==> config.mk <==
export PLATFORM = sky130hd
export DESIGN_NAME = xcvr_dir_ctrl
export DESIGN_NICKNAME = d
export VERILOG_FILES = /design/src/rtl/xcvr_pkg.sv /design/src/rtl/xcvr_ctl_regs.sv /design/src/rtl/xcvr_dir_logic.sv /design/src/rtl/xcvr_dir_ctrl.sv
export SDC_FILE = /design/constraint.sdc
export NUM_CORES = 1
export LEC_CHECK = 0
export BUFFER_PORTS_ARGS = -buffer_cell sky130_fd_sc_hd__clkbuf_2
export CAP_MARGIN = 10
export CORE_AREA = 2 2 39 41
export DETAILED_ROUTE_END_ITERATION = 8
export DIE_AREA = 0 0 41 43
export PLACE_DENSITY = 0.68
export SLEW_MARGIN = 15
export SYNTH_ARGS = -nofsm -noshare
export SYNTH_HDL_FRONTEND = slang
export SYNTH_SLANG_ARGS = --single-unit
==> constraint.sdc <==
create_clock -name clk -period 1.62 [get_ports clk]
set_clock_uncertainty 0.05 [all_clocks]
set_input_delay 0.243 -clock clk [delete_from_list [all_inputs] [get_ports clk]]
set_output_delay 0.243 -clock clk [all_outputs]
set_load 0.005 [all_outputs]
==> src/rtl/xcvr_pkg.sv <==
package xcvr_pkg;

  typedef enum logic [1:0] {
    WM_FULL422 = 2'd0,
    WM_ECHO485 = 2'd1,
    WM_DTR485  = 2'd2,
    WM_AUTO485 = 2'd3
  } wire_mode_e;

  localparam logic [3:0] OFS_TXDEPTH = 4'hC;
  localparam logic [3:0] OFS_RXDEPTH = 4'hD;
  localparam logic [3:0] OFS_PORTID  = 4'hE;
  localparam logic [3:0] OFS_CTRL    = 4'hF;

  localparam int CTL_EN_BIT   = 3;
  localparam int CTL_TERM_BIT = 6;
  localparam logic [7:0] CTL_KEEP  = 8'h4B;
  localparam logic [7:0] CTL_RESET = 8'h03;

  // Line driver wanted for a given mode and status
  function automatic logic want_drive(wire_mode_e m, logic dtr, logic pend);
    case (m)
      WM_FULL422: want_drive = 1'b1;
      WM_ECHO485,
      WM_DTR485:  want_drive = dtr;
      default:    want_drive = pend;
    endcase
  endfunction

  // Receiver wanted given the mode and the driver decision
  function automatic logic want_recv(wire_mode_e m, logic drv);
    want_recv = (m == WM_FULL422 || m == WM_ECHO485) ? 1'b1 : !drv;
  endfunction

  function automatic logic half_duplex(wire_mode_e m);
    half_duplex = (m == WM_DTR485 || m == WM_AUTO485);
  endfunction

  // Depth byte, clipped at 255
  function automatic logic [7:0] depth_byte(int d);
    depth_byte = (d > 255) ? 8'hFF : d[7:0];
  endfunction

endpackage

==> src/rtl/xcvr_ctl_regs.sv <==
module xcvr_ctl_regs
  import xcvr_pkg::*;
#(
  parameter int TX_DEPTH  = 128,
  parameter int RX_DEPTH  = 128,
  parameter int CAP_CODE  = 3,
  parameter bit IFACE_485 = 1'b1
) (
  input  logic       clk,
  input  logic       rst_n,
  input  logic [3:0] addr,
  input  logic       wr,
  input  logic [7:0] wdata,
  output logic [7:0] rdata,
  output wire_mode_e mode,
  output logic       xcvr_on,
  output logic       term
);

  localparam logic [7:0] TXD_BYTE = depth_byte(TX_DEPTH);
  localparam logic [7:0] RXD_BYTE = depth_byte(RX_DEPTH);
  localparam logic [1:0] CAP_BITS = CAP_CODE[1:0];
  localparam logic [7:0] ID_BYTE  = {3'b000, IFACE_485, 2'b00, CAP_BITS};

  logic [7:0] ctl_q;
  logic       ctl_wr;

  assign ctl_wr = wr && (addr == OFS_CTRL);

  always_ff @(posedge clk) begin
    if (!rst_n) ctl_q <= CTL_RESET;
    else if (ctl_wr) ctl_q <= wdata & CTL_KEEP;
  end

  assign mode    = wire_mode_e'(ctl_q[1:0]);
  assign xcvr_on = ctl_q[CTL_EN_BIT];
  assign term    = ctl_q[CTL_TERM_BIT];

  always_comb begin
    case (addr)
      OFS_TXDEPTH: rdata = TXD_BYTE;
      OFS_RXDEPTH: rdata = RXD_BYTE;
      OFS_PORTID:  rdata = ID_BYTE;
      OFS_CTRL:    rdata = ctl_q;
      default:     rdata = 8'h00;
    endcase
  end


  ctl_unused_zero_chk: assert property (@(posedge clk) disable iff (!rst_n)
    ctl_wr |=> ((ctl_q & ~CTL_KEEP) == 8'h00));


  term_follows_write_chk: assert property (@(posedge clk) disable iff (!rst_n)
    ctl_wr |=> (term == $past(wdata[CTL_TERM_BIT])));

endmodule

==> src/rtl/xcvr_dir_logic.sv <==
module xcvr_dir_logic
  import xcvr_pkg::*;
(
  input  logic       clk,
  input  logic       rst_n,
  input  wire_mode_e mode,
  input  logic       xcvr_on,
  input  logic       dtr,
  input  logic       fifo_pend,
  input  logic       shift_busy,
  output logic       drv_q,
  output logic       rcv_q
);

  logic tx_pending;
  logic drv_next;
  logic rcv_next;
  logic hd_q;

  // pending covers the final stop bit in the shift register
  assign tx_pending = fifo_pend || shift_busy;
  assign drv_next   = xcvr_on && want_drive(mode, dtr, tx_pending);
  assign rcv_next   = xcvr_on && want_recv(mode, want_drive(mode, dtr, tx_pending));

  always_ff @(posedge clk) begin
    if (!rst_n) begin
      drv_q <= 1'b0;
      rcv_q <= 1'b0;
      hd_q  <= 1'b1;
    end else begin
      drv_q <= drv_next;
      rcv_q <= rcv_next;
      hd_q  <= half_duplex(mode);
    end
  end


  hd_exclusive_chk: assert property (@(posedge clk) disable iff (!rst_n)
    hd_q |-> !(drv_q && rcv_q));


  master_off_chk: assert property (@(posedge clk) disable iff (!rst_n)
    !xcvr_on |=> (!drv_q && !rcv_q));


  auto_hold_chk: assert property (@(posedge clk) disable iff (!rst_n)
    (xcvr_on && mode == WM_AUTO485 && (fifo_pend || shift_busy)) |=> (drv_q && !rcv_q));


  full_duplex_chk: assert property (@(posedge clk) disable iff (!rst_n)
    (xcvr_on && mode == WM_FULL422) |=> (drv_q && rcv_q));


  echo_rx_chk: assert property (@(posedge clk) disable iff (!rst_n)
    (xcvr_on && mode == WM_ECHO485) |=> (rcv_q && drv_q == $past(dtr)));

endmodule

==> src/rtl/xcvr_dir_ctrl.sv <==
module xcvr_dir_ctrl
  import xcvr_pkg::*;
#(
  parameter int TX_DEPTH  = 128,
  parameter int RX_DEPTH  = 128,
  parameter int CAP_CODE  = 3,
  parameter bit IFACE_485 = 1'b1
) (
  input  logic       clk,
  input  logic       rst_n,
  input  logic [3:0] reg_addr,
  input  logic       reg_wr,
  input  logic [7:0] reg_wdata,
  output logic [7:0] reg_rdata,
  input  logic       uart_dtr,
  input  logic       txf_nempty,
  input  logic       tsr_busy,
  output logic       drv_en,
  output logic       rcv_en,
  output logic       term_en
);

  wire_mode_e mode_w;
  logic       on_w;

  xcvr_ctl_regs #(
    .TX_DEPTH (TX_DEPTH),
    .RX_DEPTH (RX_DEPTH),
    .CAP_CODE (CAP_CODE),
    .IFACE_485(IFACE_485)
  ) regs_i (
    .clk    (clk),
    .rst_n  (rst_n),
    .addr   (reg_addr),
    .wr     (reg_wr),
    .wdata  (reg_wdata),
    .rdata  (reg_rdata),
    .mode   (mode_w),
    .xcvr_on(on_w),
    .term   (term_en)
  );

  xcvr_dir_logic dir_i (
    .clk       (clk),
    .rst_n     (rst_n),
    .mode      (mode_w),
    .xcvr_on   (on_w),
    .dtr       (uart_dtr),
    .fifo_pend (txf_nempty),
    .shift_busy(tsr_busy),
    .drv_q     (drv_en),
    .rcv_q     (rcv_en)
  );

endmodule

==> flow_metrics.tcl <==
set metrics [dict create \
    grt_pass1_wl_microns 1124 \
    yosysSeqAreaShare_pct 33.80 \
    regToRegEndpoint "dir_i.drv_q" \
    switchingPower_mw 0.07464 \
    clk_latency_ns 0.24 \
    numPortBuffers 22 \
    dp.cells 77 \
    p_comb_share_pct 13.4 \
    hold_depth 3 \
    ys_warn_count 0 \
    vias 345 \
    rsz0062_at_grt "false" \
    use_met2_pct 11.88 \
    synthesis.area_sq_um 355.3 \
    dieArea_sq_mm 0.001763 \
    dp_hpwl_microns 592 \
    avgSynthCellArea_sq_um 8.667 \
    cts_buffer_depth 2 \
    setup_viol 0 \
    setup_ws_ns 0.3163 \
    seqPwrFrac_pct 45.7 \
    r2r-start "regs_i.ctl_q[0]" \
    dp_slack_ns 0.3245 \
    first_pass_iters 3 \
    p_leak_nw 0.2630 \
    fin_cells 80 \
    antenna_found_initial 0 \
    grt.busiest_layer "met1" \
    core_area_sq_mm 0.001384 \
    reg2regPathDepth 5 \
    syn_to_final_growth_pct 36.62 \
    synth.largest_area_cell "dfxtp_1" \
    cts_root_buffer "clkbuf_4" \
    maxCapViolations 0 \
    row_count 14 \
    startpoint_type "flop" \
    drtAntennaViolNets 0 \
    grt_pass1_vias 297 \
    p_int_mw 0.2559 \
    first_iter_violations 1 \
    hold_end "regs_i.ctl_q[6]" \
    fill_cells 149 \
    run_status "finished, final reports clean" \
    via_per_inst 4.313 \
    hold_buffers 0 \
    die_w_microns 41 \
    layout-drive-gt1-share_pct 43.75 \
    netlist_instances 41 \
    grt_use_met1_pct 12.26 \
    max-vdd-ir-drop_v 0.0003372 \
    cts_resized 0 \
    grt_use_met3_pct 6.806 \
    period_needed_ns 1.304 \
    globalRoute.totalOverflow 0 \
    wl_microns 718 \
    yosys.area.top_type_share_pct 33.80 \
    finalHoldViolations 0 \
    track_usage_pct 9.849 \
    slew_viol_final 0 \
    grt_max_degree 9 \
    cts_tree "built" \
    gp_congestion 0.6499 \
    power_switching_share_pct 22.58 \
    finalSetupTns_ns 0 \
    fmax_mhz 767.0 \
    worst-r2r-setup-slack_ns 0.32 \
    fin_util_pct 35.08 \
    cts_setup_buffers 0 \
    crit_type "reg2reg" \
    critPathCaptureType "flop" \
    fin_crit_sh_pct 80.48 \
    arrival_ns 1.39 \
    cts_sinks 6 \
    synthDistinctLibCells 18 \
    clk_pin_slew_ns 0.04 \
    ys_ff_latch 6 \
    cp_max_fo 3 \
    hold_class "in2reg" \
    die_h_microns 43 \
    critPathRequiredTime_ns 1.70 \
    p_per_area_mw_per_mm2 680.9 \
    numCtsBuffers 3 \
    antenna_cells 0 \
    final_nets 87 \
    h-tree-depth 1 \
    remaining_drc_errors 0 \
    avgRoutedWirePerCell_microns 8.975 \
    clkPwrFrac_pct 40.9 \
    initial_core_util_pct 25.68 \
    worstHoldStart "reg_wdata[6]" \
    io_pins 29 \
    synth_area_leaders "dfxtp_1, ha_1, and3_4" \
]
layer usage:
layer  vias up  part of all wire, %
met4         0                    0
li1        186                    -
met2        24                   37
met5         -                    0
met1       135                   48
met3         0                   15
final cells by class:
cell class,count,area (sq um),share of cell area (%)
clock buffers,3,22.52,4.639
well taps,16,20.02,4.124
flip-flops and latches,6,120.1,24.74
inverters,2,7.507,1.546
multi-input cells,31,205.2,42.27
repair buffers,22,110.1,22.68
worst max-delay path by stage:
| stage | from | end | slack, ns | cells after the start |
|---|---|---|---|---|
| 2_1_floorplan | regs_i.ctl_q[0] | dir_i.drv_q | 0.41 | 5 |
| 3_5_place_dp | regs_i.ctl_q[0] | dir_i.drv_q | 0.32 | 5 |
| 6_report | regs_i.ctl_q[0] | dir_i.drv_q | 0.32 | 5 |
| 5_1_grt | regs_i.ctl_q[0] | dir_i.drv_q | 0.22 | 5 |
| 3_3_place_gp | regs_i.ctl_q[0] | dir_i.drv_q | 0.34 | 5 |
| 4_1_cts | regs_i.ctl_q[0] | dir_i.drv_q | 0.31 | 5 |
registers in the layout, summed over array words and instances, names as in the netlist:
| register | count |
|---|---|
| dir_i.rcv_q | 1 |
| dir_i.drv_q | 1 |
| regs_i.ctl_q | 4 |
power by group through the flow:
| stage | sequential, mW | combinational [mW] | clock (mW) |
|---|---|---|---|
| 6_report | 0.151 | 0.0442 | 0.135 |
| 5_1_grt | 0.151 | 0.0505 | 0.149 |
| 4_1_cts | 0.151 | 0.0444 | 0.142 |
| 3_5_place_dp | 0.154 | 0.0440 | 0 |
| 3_3_place_gp | 0.154 | 0.0434 | 0 |
| 2_1_floorplan | 0.154 | 0.0212 | 0 |
cells in the final DEF, fill, tap and decap left out, types with 2 or more instances in the layout:
cell type	instances
and3_4	2
and3_1	2
conb_1	2
ha_1	3
clkbuf_4	3
mux2i_1	2
inv_1	2
a21oi_1	4
clkbuf_2	22
nor2_1	4
dfxtp_1	6
nand4_1	2
nand2_1	5
critical path, cell delays in order (launching register included):
cell and delay (ns):
dfxtp_1 0.35, inv_1 0.08, ha_1 0.30, a211oi_1 0.21
a21oi_1 0.08, nor2b_1 0.13
per-stage QoR:
step	hold slack (ns)	power, mW	cell area [sq um]
finish	0.1808	0.3306	485.5
floorplan	0.2576	0.1750	359.1
global placement	0.4080	0.1972	462.9
CTS	0.1755	0.3376	485.5
global route	0.1918	0.3506	485.5
detailed placement	0.4151	0.1978	462.9
cells by family (layout without fill, tap and decap cells):
group | after synthesis | count (layout) | synth area share [%]
compound gates | 7 | 7 | 13.38
fa+ha+maj | 3 | 3 | 10.56
buf+inv | 5 | 27 | 9.506
flops | 6 | 6 | 33.80
mux | 2 | 2 | 5.634
other cells | 1 | 2 | 1.055
simple gates | 17 | 17 | 26.05
cell usage after synthesis, drive strengths merged:
cell,instances
o211ai,2
a21oi,4
buf,3
ha,3
dfxtp,6
mux2i,2
nor2b,1
inv,2
and3,4
nor2,4
nand4,2
nand3,1
a211oi,1
conb,1
nand2,5
Note: power is estimated with default switching activity, not from simulation.
